File: src/rtl/lvt_pkg.sv
package lvt_pkg;
   localparam int unsigned ENTRY_W = 32;
   localparam int unsigned VEC_LSB = 0;
   localparam int unsigned MODE_LSB = 8;
   localparam int unsigned POL_BIT = 13;
   localparam int unsigned TRIG_BIT = 15;
   localparam int unsigned MASK_BIT = 16;
   localparam int unsigned PER_BIT = 17;
   localparam logic [ENTRY_W-1:0] ENTRY_WMASK = 32'h0003_A7FF;
   localparam logic [ENTRY_W-1:0] ENTRY_RESET = 32'h0001_0000;

   typedef struct packed {
      logic       periodic;
      logic       masked;
      logic       level;
      logic [2:0] mode;
      logic [7:0] vector;
   } lvt_cfg_t;
endpackage

File: src/rtl/lvt_entry_reg.sv
module lvt_entry_reg
   import lvt_pkg::*;
(
   input  logic               clk,
   input  logic               rst_n,
   input  logic               wr_en,
   input  logic [ENTRY_W-1:0] wdata,
   output logic [ENTRY_W-1:0] entry_q,
   output lvt_cfg_t           cfg
);
   // one flop per implemented bit, constant zero elsewhere
   for (genvar b = 0; b < ENTRY_W; b++) begin : g_bit
      if (ENTRY_WMASK[b]) begin : g_flop
         always_ff @(posedge clk) begin
            if (!rst_n)     entry_q[b] <= ENTRY_RESET[b];
            else if (wr_en) entry_q[b] <= wdata[b];
         end
      end else begin : g_zero
         assign entry_q[b] = 1'b0;
      end
   end

   wire unused_wbits = ^(wdata & ~ENTRY_WMASK);

   always_comb begin
      cfg.vector   = entry_q[VEC_LSB +: 8];
      cfg.mode     = entry_q[MODE_LSB +: 3];
      cfg.level    = entry_q[TRIG_BIT];
      cfg.masked   = entry_q[MASK_BIT];
      cfg.periodic = entry_q[PER_BIT];
   end
endmodule

File: src/rtl/lvt_down_counter.sv
module lvt_down_counter #(
   parameter int unsigned COUNT_W = 32
) (
   input  logic               clk,
   input  logic               rst_n,
   input  logic               load,
   input  logic [COUNT_W-1:0] load_val,
   input  logic               tick,
   input  logic               periodic,
   output logic [COUNT_W-1:0] count,
   output logic               expire
);
   localparam logic [COUNT_W-1:0] ONE = COUNT_W'(1);

   logic [COUNT_W-1:0] reload_q;

   // a load in the same cycle as a tick wins
   assign expire = !load && tick && (count == ONE);

   always_ff @(posedge clk) begin
      if (!rst_n) begin
         reload_q <= '0;
         count    <= '0;
      end else if (load) begin
         reload_q <= load_val;
         count    <= load_val;
      end else if (expire) begin
         count <= periodic ? reload_q : '0;
      end else if (tick && count != '0) begin
         count <= count - ONE;
      end
   end
endmodule

File: src/rtl/lvt_irq_out.sv
module lvt_irq_out
   import lvt_pkg::*;
(
   input  logic       clk,
   input  logic       rst_n,
   input  logic       expire,
   input  lvt_cfg_t   cfg,
   output logic       irq_valid,
   output logic [7:0] irq_vector,
   output logic [2:0] irq_mode,
   output logic       irq_level
);
   always_ff @(posedge clk) begin
      if (!rst_n) begin
         irq_valid  <= 1'b0;
         irq_vector <= '0;
         irq_mode   <= '0;
         irq_level  <= 1'b0;
      end else begin
         irq_valid <= expire && !cfg.masked;
         if (expire) begin
            irq_vector <= cfg.vector;
            irq_mode   <= cfg.mode;
            irq_level  <= cfg.level;
         end
      end
   end
endmodule

File: src/rtl/lvt_timer.sv
module lvt_timer
   import lvt_pkg::*;
#(
   parameter int unsigned COUNT_W = 32
) (
   input  logic               clk,
   input  logic               rst_n,
   input  logic               tick_en,
   input  logic               wr_en,
   input  logic               wr_addr,
   input  logic [31:0]        wr_data,
   output logic [31:0]        entry_rd,
   output logic [COUNT_W-1:0] count_rd,
   output logic               irq_valid,
   output logic [7:0]         irq_vector,
   output logic [2:0]         irq_mode,
   output logic               irq_level
);
   if (COUNT_W < 2 || COUNT_W > 32) begin : g_bad_width
      $error("lvt_timer: COUNT_W must lie in 2..32");
   end

   lvt_cfg_t cfg;
   logic     expire;
   logic     wr_entry, wr_count;
   logic [COUNT_W-1:0] load_val;

   assign wr_entry = wr_en && !wr_addr;
   assign wr_count = wr_en && wr_addr;

   if (COUNT_W == 32) begin : g_full
      assign load_val = wr_data;
   end else begin : g_narrow
      assign load_val = wr_data[COUNT_W-1:0];
      wire unused_hi = ^wr_data[31:COUNT_W];
   end

   lvt_entry_reg u_entry (
      .clk     (clk),
      .rst_n   (rst_n),
      .wr_en   (wr_entry),
      .wdata   (wr_data),
      .entry_q (entry_rd),
      .cfg     (cfg)
   );

   lvt_down_counter #(.COUNT_W(COUNT_W)) u_cnt (
      .clk      (clk),
      .rst_n    (rst_n),
      .load     (wr_count),
      .load_val (load_val),
      .tick     (tick_en),
      .periodic (cfg.periodic),
      .count    (count_rd),
      .expire   (expire)
   );

   lvt_irq_out u_irq (
      .clk        (clk),
      .rst_n      (rst_n),
      .expire     (expire),
      .cfg        (cfg),
      .irq_valid  (irq_valid),
      .irq_vector (irq_vector),
      .irq_mode   (irq_mode),
      .irq_level  (irq_level)
   );
endmodule

File: config.mk
export PLATFORM = sky130hd
export DESIGN_NAME = lvt_timer
export DESIGN_NICKNAME = d
export VERILOG_FILES = /design/src/rtl/lvt_pkg.sv /design/src/rtl/lvt_entry_reg.sv /design/src/rtl/lvt_down_counter.sv /design/src/rtl/lvt_irq_out.sv /design/src/rtl/lvt_timer.sv
export SDC_FILE = /design/constraint.sdc
export NUM_CORES = 1
export LEC_CHECK = 0
export BUFFER_PORTS_ARGS = -buffer_cell sky130_fd_sc_hd__buf_2
export CAP_MARGIN = 10
export CORE_MARGIN = 1.5
export CORE_UTILIZATION = 40
export DETAILED_ROUTE_END_ITERATION = 10
export PLACE_DENSITY_LB_ADDON = 0.3
export SLEW_MARGIN = 20
export SYNTH_ARGS = -nofsm -noshare
export SYNTH_HDL_FRONTEND = slang
export SYNTH_SLANG_ARGS = --single-unit
File: constraint.sdc
create_clock -name clk -period 6.24 [get_ports clk]
set_input_delay 0.312 -clock clk [delete_from_list [all_inputs] [get_ports clk]]
set_output_delay 0.312 -clock clk [all_outputs]
set_load 0.005 [all_outputs]
==> Word-level counts from Yosys, hierarchy flattened <==
Cells that the tools add are included.
{ "classes": {"eq_ne": 1, "n_addsub": 1, "n_mux": 4, "reduce_logical": 11} }
{ "ops": {"columns": ["operator", "n"], "rows": [
  ["2-to-1 mux 32 bit", 4],
  ["equality test 32 x 1 -> 1 bit (second input constant)", 1],
  ["nonzero test 32 bit", 1],
  ["subtractor 32 x 1 -> 32 bit (second input constant)", 1],
  ["logical AND 1 bit", 6],
  ["logical NOT 1 bit", 3],
  ["nonzero test 3 bit", 1]
]} }
{ "totals": {"word_cells": 38, "ff_bits": 92} }

==> Depth between registers and ports, before layout <==
Gate-level depths: netlist of the first run.
{ "depth": {"word_depth": 6, "mapped_depth": 9} }

==> Hierarchy <==
A second synthesis of the first run with hierarchy kept.
{ "hier_totals": {"hier_cells": 551, "area_unflattened_um2": 4845.9} }
{ "by_module_without_submodules": {"columns": ["module", "cells_per_inst", "area_each_um2", "n_inst", "seq_area_each_um2"], "rows": [
  ["lvt_down_counter", 428, 3515.9, 1, 1281.2],
  ["lvt_entry_reg", 80, 813.3, 1, 300.3],
  ["lvt_irq_out", 41, 500.5, 1, 260.2],
  ["lvt_timer", 2, 16.3, 1, 0.0]
]} }

==> Least setup slack after synthesis of the first run <==
OpenSTA, ideal clock, no wires.
{ "synth_path": {"path_type": "register to register", "startpoint": "register u_cnt.count[3]", "endpoint": "register u_cnt.count[28]", "stages_incl_launch_ff": 7, "slack_ps": 3839, "required_time_ps": 6166, "t_arrival_ps": 2327, "setup_time_ps": 74, "period_less_slack_ps": 2401, "cell_sequence": "dfxtp_1 -> or4_1 -> buf_2 -> or4_4 -> or3_4 -> o311a_1 -> o22ai_2"} }
{ "synth_between": {"elab_chain_len": 4, "word_cells_on_any_way": 9, "classes_between": "add/sub: 1; eq/ne: 1; mux: 3; reduce/logical: 4"} }
{ "synth_lines": {"columns": ["element", "line", "text"], "rows": [
  ["start, declared", "lvt_down_counter.sv:10", "output logic [COUNT_W-1:0] count,"],
  ["start signal, assigned", "lvt_down_counter.sv:26", "count <= load_val;"],
  ["start signal, assigned", "lvt_down_counter.sv:28", "count <= periodic ? reload_q : '0;"],
  ["start signal, assigned", "lvt_down_counter.sv:30", "count <= count - ONE;"],
  ["subtractor 32 x 1 -> 32 bit or equality test 32 x 1 -> 1 bit (tied branches)", "lvt_down_counter.sv:30, lvt_down_counter.sv:18", null],
  ["2-to-1 mux 32 bit or logical AND 1 bit (tied branches)", "lvt_down_counter.sv:29, lvt_down_counter.sv:18", null],
  ["2-to-1 mux 32 bit", "lvt_down_counter.sv:27", "end else if (expire) begin"],
  ["2-to-1 mux 32 bit", "lvt_down_counter.sv:24", "end else if (load) begin"]
]} }
Parallel ways exist; a longest one is shown, timed or not. The select of a mux whose other input is x is not followed.
A chain may end at the register's enable or synchronous reset.

==> Worst setup path in the final report of the first run <==
{ "layout_path": {"startpoint": "register u_cnt.count[8]", "endpoint": "register u_irq.irq_vector[0]"} }
{ "layout_between": {"elab_chain_len": 2} }
{ "layout_lines": {"columns": ["element", "line", "text"], "rows": [
  ["equality test 32 x 1 -> 1 bit", "lvt_down_counter.sv:18", "assign expire = !load && tick && (count == ONE);"],
  ["logical AND 1 bit", "lvt_down_counter.sv:18", null],
  ["end signal, assigned", "lvt_irq_out.sv:22", "irq_vector <= cfg.vector;"],
  ["end, declared", "lvt_irq_out.sv:9", "output logic [7:0] irq_vector,"]
]} }
Every way passes these cells.

==> results of run 1 <==
## synth_stat cells, types with 7 or more instances
library cell	n
a21oi_1	69
nand3_1	7
nand2_1	144
nor3_1	13
a31oi_1	9
o211ai_1	8
nor2_1	37
clkbuf_1	26
a311oi_1	11
o21ai_0	23
or3_1	7
dfxtp_1	92
buf_4	19
o311ai_0	7
nor4_1	9
## report_power, final
part | leakage, nW | switching (W) | internal (W)
combinational | 1.19 | 0.000194 | 0.000111
clock | 0.0992 | 0.000221 | 0.000184
sequential | 0.752 | 0.0000418 | 0.000622
total | 2.04 | 0.000457 | 0.000918
## cell type report
class                   instances  share of cell area [%]
multi-input cells             441                    46.2
flip-flops and latches         92                    35.9
repair buffers                104                    10.5
well taps                     140                    3.41
clock buffers                   9                    2.41
clock inverters                 7                    1.29
inverters                       4                   0.292
## through the flow
stage                     total power, W  area (um2)  util (%)  cells
after floorplan                 0.000878        4510         -    592
after global routing             0.00144        5140      47.4    797
after global placement          0.000972        4950      45.6    781
after detailed placement        0.000977        4950      45.6    781
final                            0.00137        5140      47.4    797
after CTS                        0.00138        5140      47.4    797
## cells by family (layout without fill, tap and decap cells)
kind of cell,count (synthesis),in the layout,synth area share [%]
buffers and inverters,59,124,6.75
DFF,92,92,41.4
other,1,17,0.0844
adders and majority gates,2,2,0.563
xor gates and xnor gates,6,6,1.18
and+or+nand+nor,249,249,25.4
AOI/OAI and AO/OA,167,167,24.6
## registers in the layout, summed over array words and instances (netlist names)
name              cells
u_irq.irq_vector      8
u_entry.entry_q       1
u_cnt.reload_q       32
u_irq.irq_mode        3
u_cnt.count          32
u_irq.irq_level       1
u_entry.cfg          14
u_irq.irq_valid       1
## worst max-delay path by stage
stage / startpoint / endpoint / slack (ps) / cells past startpoint
after detailed placement: u_cnt.count[8] / u_irq.irq_vector[0] / 2990 / 7
after CTS: u_cnt.count[8] / u_irq.irq_vector[0] / 2950 / 7
after floorplan: u_cnt.count[3] / u_cnt.count[28] / 3840 / 6
final: u_cnt.count[8] / u_irq.irq_vector[0] / 2920 / 7
after global routing: u_cnt.count[3] / u_irq.irq_level / 2690 / 7
after global placement: u_cnt.count[8] / u_irq.irq_mode[0] / 3090 / 7
## per-layer routing
metal / vias up / track usage [%] / part of all wire [%]
li1: 2184 / - / -
met1: 2187 / 31.6 / 45
met2: 186 / 36.3 / 48
met3: 17 / 4.52 / 6.4
met5: - / 0 / 0
met4: 0 / 7.71 / 1.4
## worst reg2reg max path, stage by stage, from the launching register on
cell	delay, ps
dfxtp_1	380
nor4_1	800
nand2_1	320
nor4_4	740
buf_4	340
and2_1	400
nand2_1	100
a21oi_1	160
==> flow_metrics.py, run 1 <==
metrics = {
    "outcome": {
        "status": "finished, final reports clean",
    },
    "die": {
        "boundaryPins": 114,
        "core_area_um2": 10800,
        "start_util_pct": 41.0,
        "die_area_um2": 11800,
        "die_w_um": 108,
        "die_h_um": 108,
        "rows": 38,
    },
    "global_route": {
        "antenna_found_initial": 0,
        "grt_overflow": 0,
        "grt_pass1_vias": 4132,
        "grt_pass1_wl_mm": 21.2,
        "grt_max_degree": 65,
        "track_usage_pct": 23.1,
    },
    "synth": {
        "synth_area_um2": 4450,
        "yosys_most_used_dff": "dfxtp_1",
        "synth_edf_count": 0,
        "synthArstFlopShare_pct": 0,
        "yosys_warnings": 0,
        "synth-seq-cells": 92,
        "yosysSeqAreaShare_pct": 41.4,
        "yosysTopAreaCell": "dfxtp_1",
        "synth.area.top_cells": "dfxtp_1 41%, nand2_1 12%, a21oi_1 7.8%",
        "syn_avg_cell_area_um2": 7.72,
        "yosys.area.top_type_share_pct": 41.4,
        "postSynthCellCount": 576,
        "synth_cell_type_count": 57,
    },
    "clocking": {
        "cts_root_buf": "clkbuf_8",
        "clock_path_buffers": 2,
        "post-cts-setup-buffer-count": 0,
        "cts_tree": "yes",
        "path_clk_slew_ps": 100,
        "clkSinkCount": 92,
        "insertion_delay_ps": 380,
        "post_cts_resized": 0,
        "cts_hold_buf": 0,
        "cts_buffers": 9,
        "cts.htree.levels": 3,
    },
    "placed_design": {
        "gp_congestion": 0.958,
        "dp_slack_ps": 2990,
        "io_buffers": 96,
        "hpwlAfterDp_mm": 9.17,
    },
    "layout": {
        "final-seq-area_um2": 1840,
        "multi_input_area_um2": 2370,
        "fin_nets": 691,
        "fillers": 1103,
        "layout_commonest_cell": "nand2_1",
        "most-common-layout-cells": "144 x nand2_1, 96 x buf_2, 92 x dfxtp_1",
        "diodes": 0,
        "area_delta_synth_final_pct": 15.5,
        "drive_above_1_share_pct": 20.2,
    },
    "setup_path": {
        "timing.rr.end": "u_irq.irq_vector[0]",
        "crit_buf_inv": 1,
        "required_ps": 6540,
        "slowest_stage": "nor4_1",
        "path_class": "flip-flop to flip-flop",
        "worst-r2r-setup-slack_ps": 2920,
        "arrival_ps": 3620,
        "worstSetupStartpointType": "flip-flop",
        "max_stage_delay_ps": 800,
        "cp_cell_sequence": "nor4_1, nand2_1, nor4_4, buf_4, and2_1, nand2_1, a21oi_1",
        "crit_path_max_fanout": 17,
        "cp_common_cell": "nand2_1",
        "critPathCaptureType": "flip-flop",
        "ff2ff_path_depth": 7,
        "r2r_start": "u_cnt.count[8]",
        "path_delay_family": "simple AND/OR/NAND/NOR gates",
    },
    "timing": {
        "slew_headroom_pct": 34.5,
        "post-route-min-period_ps": 3320,
        "fin_ws_ps": 2920,
        "setup_violations": 0,
        "drv_slew": 0,
        "fin_tns_setup_ps": 0,
        "rsz0062_at_grt": "false",
        "fin_crit_sh_pct": 53.2,
        "hold_slack_ps": 172,
        "fmax_mhz": 301,
        "max_slew.worst_pin.slew_ps": 980,
        "final_hold_viol_count": 0,
        "skew_ps": 10.3,
    },
    "power": {
        "max-vdd-ir-drop_mv": 0.120,
        "power_density_nw_per_um2": 268,
        "power.leakage_nw": 2.04,
    },
    "worst_hold_path": {
        "hold_class": "primary input to flip-flop",
        "min_from": "wr_data[29]",
        "min_path_cells": 3,
        "min_to": "u_cnt.reload_q[29]",
    },
    "detailed_routing": {
        "viasPerCell": 5.74,
        "drtAntennaViolNets": 0,
        "drcViolationCount": 0,
        "wl_per_cell_um": 16.9,
        "first_pass_iters": 5,
        "drt-initial-drc-count": 350,
        "vias": 4574,
        "drt-total-wl_mm": 13.5,
    },
    "run": {
        "maxCapViolations": 0,
    },
}
Power figures use the tool's default switching activity.
==> run 2, diff against run 1 <==
Clock period 6.24 ns to 3.1 ns, I/O delays scaled along.
==> flow_metrics.py, run 2 (synthesis gave the netlist of run 1 again) <==
metrics = {
    "setup_path": {
        "ff2ff_path_depth": 7,
        "path_class": "flip-flop to flip-flop",
        "cp-endpoint": "u_irq.irq_vector[3]",
        "worstSetupStartpointType": "flip-flop",
        "cp_cell_sequence": "nor4_1, nand4_1, nor4_4, buf_4, and2_1, nand2_1, a21oi_1",
        "slowest_stage": "nor4_1",
        "crit_buf_inv": 1,
        "r2r_start": "u_cnt.count[3]",
        "max_stage_delay_ps": 580,
        "worst-r2r-setup-slack_ps": 290,
        "cp_num_cells": 7,
        "required_ps": 3410,
        "timing.rr.end": "u_irq.irq_vector[3]",
        "cp-startpoint": "u_cnt.count[3]",
        "arrival_ps": 3120,
        "crit_path_max_fanout": 18,
        "path_delay_family": "simple AND/OR/NAND/NOR gates",
        "critPathCaptureType": "flip-flop",
    },
    "run": {
        "maxCapViolations": 0,
    },
    "layout": {
        "layout_commonest_cell": "nand2_1",
        "drive_above_1_share_pct": 20.8,
        "diodes": 0,
        "most-common-layout-cells": "144 x nand2_1, 96 x buf_2, 92 x dfxtp_1",
        "fin_nets": 699,
        "final_area_um2": 5180,
        "area_delta_synth_final_pct": 16.4,
    },
    "clocking": {
        "path_clk_slew_ps": 90,
        "cts_tree": "yes",
        "cts_root_buf": "clkbuf_8",
        "clkSinkCount": 92,
        "clock_path_buffers": 2,
        "cts_buffers": 9,
        "cts.htree.levels": 3,
        "insertion_delay_ps": 380,
    },
    "detailed_routing": {
        "vias": 4547,
        "drt-initial-drc-count": 290,
        "drtAntennaViolNets": 0,
        "viasPerCell": 5.65,
        "drt-total-wl_mm": 14.0,
        "first_pass_iters": 5,
        "wl_per_cell_um": 17.4,
        "drcViolationCount": 0,
    },
    "power": {
        "power_density_nw_per_um2": 525,
        "max-vdd-ir-drop_mv": 0.252,
        "p_seq_share_pct": 49.3,
        "pwr-share-clk_pct": 26.9,
        "internal_power_w": 0.00179,
        "p_total_w": 0.00272,
        "sw_frac_of_total_pct": 34.1,
        "power.leakage_nw": 2.06,
        "p_sw_w": 0.000928,
        "combPwrFrac_pct": 23.8,
    },
    "placed_design": {
        "hpwlAfterDp_mm": 9.84,
        "dp_slack_ps": 320,
        "gp_congestion": 0.882,
        "dpl-instance-area_um2": 5000,
        "io_buffers": 96,
    },
    "global_route": {
        "grt_pass1_wl_mm": 22.1,
        "grt_max_degree": 52,
        "track_usage_pct": 24.2,
        "grt_pass1_vias": 4201,
        "grt_overflow": 0,
        "antenna_found_initial": 0,
    },
    "die": {
        "die_h_um": 108,
        "core_area_um2": 10800,
        "die_w_um": 108,
        "boundaryPins": 114,
        "start_util_pct": 41.0,
        "die_area_um2": 11800,
        "rows": 38,
    },
    "timing": {
        "max_slew.worst_pin.slew_ps": 1010,
        "fin_crit_sh_pct": 90.5,
        "fmax_mhz": 356,
        "final_hold_viol_count": 0,
        "skew_ps": 11.5,
        "hold_slack_ps": 19.4,
        "fin_ws_ps": 295,
        "slew_headroom_pct": 32.4,
        "setup_violations": 0,
        "rsz0062_at_grt": "false",
        "fin_tns_setup_ps": 0,
        "drv_slew": 0,
        "post-route-min-period_ps": 2810,
    },
    "worst_hold_path": {
        "hold_class": "primary input to flip-flop",
    },
    "outcome": {
        "status": "finished, final reports clean",
    },
}
[run 2: repair_timing]
| item | in CTS | in global routing |
|---|---|---|
| gates resized for setup | 0 | 0 |
| endpoints found under the hold margin | 1 | 0 |
| hold buffers | 1 | 0 |
| buffers inserted | 0 | 0 |
[run 2: how the worst min path moves through the flow]
stage / from / end / slack, ps / cells past startpoint
finish: wr_data[4] / u_entry.cfg[4] / 20 / 3
floorplan: wr_data[16] / u_entry.cfg[12] / 280 / 2
CTS: wr_data[4] / u_entry.cfg[4] / 20 / 3
global placement: wr_data[16] / u_entry.cfg[12] / 390 / 3
detailed placement: wr_data[16] / u_entry.cfg[12] / 400 / 3
global route: wr_data[10] / u_entry.cfg[10] / 20 / 3
[run 2: area by class of cell]
cell class / count / area, um2
Fill cell: 1106 / 5660
Multi-Input combinational cell: 441 / 2370
Sequential cell: 92 / 1840
Timing Repair Buffer: 112 / 603
Tap cell: 140 / 175
Clock buffer: 11 / 131
Clock inverter: 5 / 36.3
Inverter: 4 / 15.0
[run 2: layer usage]
layer  GRT usage [%]  share of wire [%]  up-vias
li1                -                  -     2209
met1            34.1                 45     2149
met2            38.2                 48      173
met3            3.86                6.4       16
met4            6.67                1.1        0
met5               0                  0        -
[run 2: stage by stage]
stage / instances / utilization [%]
2_1_floorplan: 592 / -
3_3_place_gp: 788 / 46.1
3_5_place_dp: 788 / 46.1
4_1_cts: 805 / 47.7
5_1_grt: 805 / 47.7
6_report: 805 / 47.7
[run 2: worst min-delay path: cells and delay by family]
| family | cells | cell delay (ps) |
|---|---|---|
| compound gates | 1 | 50 |
| buf+inv | 1 | 110 |
| simple gates | 1 | 50 |
[run 2: power by group through the flow]
stage	Clock (W)	Combinational [W]	Sequential, W
5_1_grt	0.000784	0.000712	0.00135
3_3_place_gp	0	0.000636	0.00136
2_1_floorplan	0	0.000421	0.00135
4_1_cts	0.000736	0.000644	0.00134
6_report	0.000731	0.000648	0.00134
3_5_place_dp	0	0.000639	0.00136
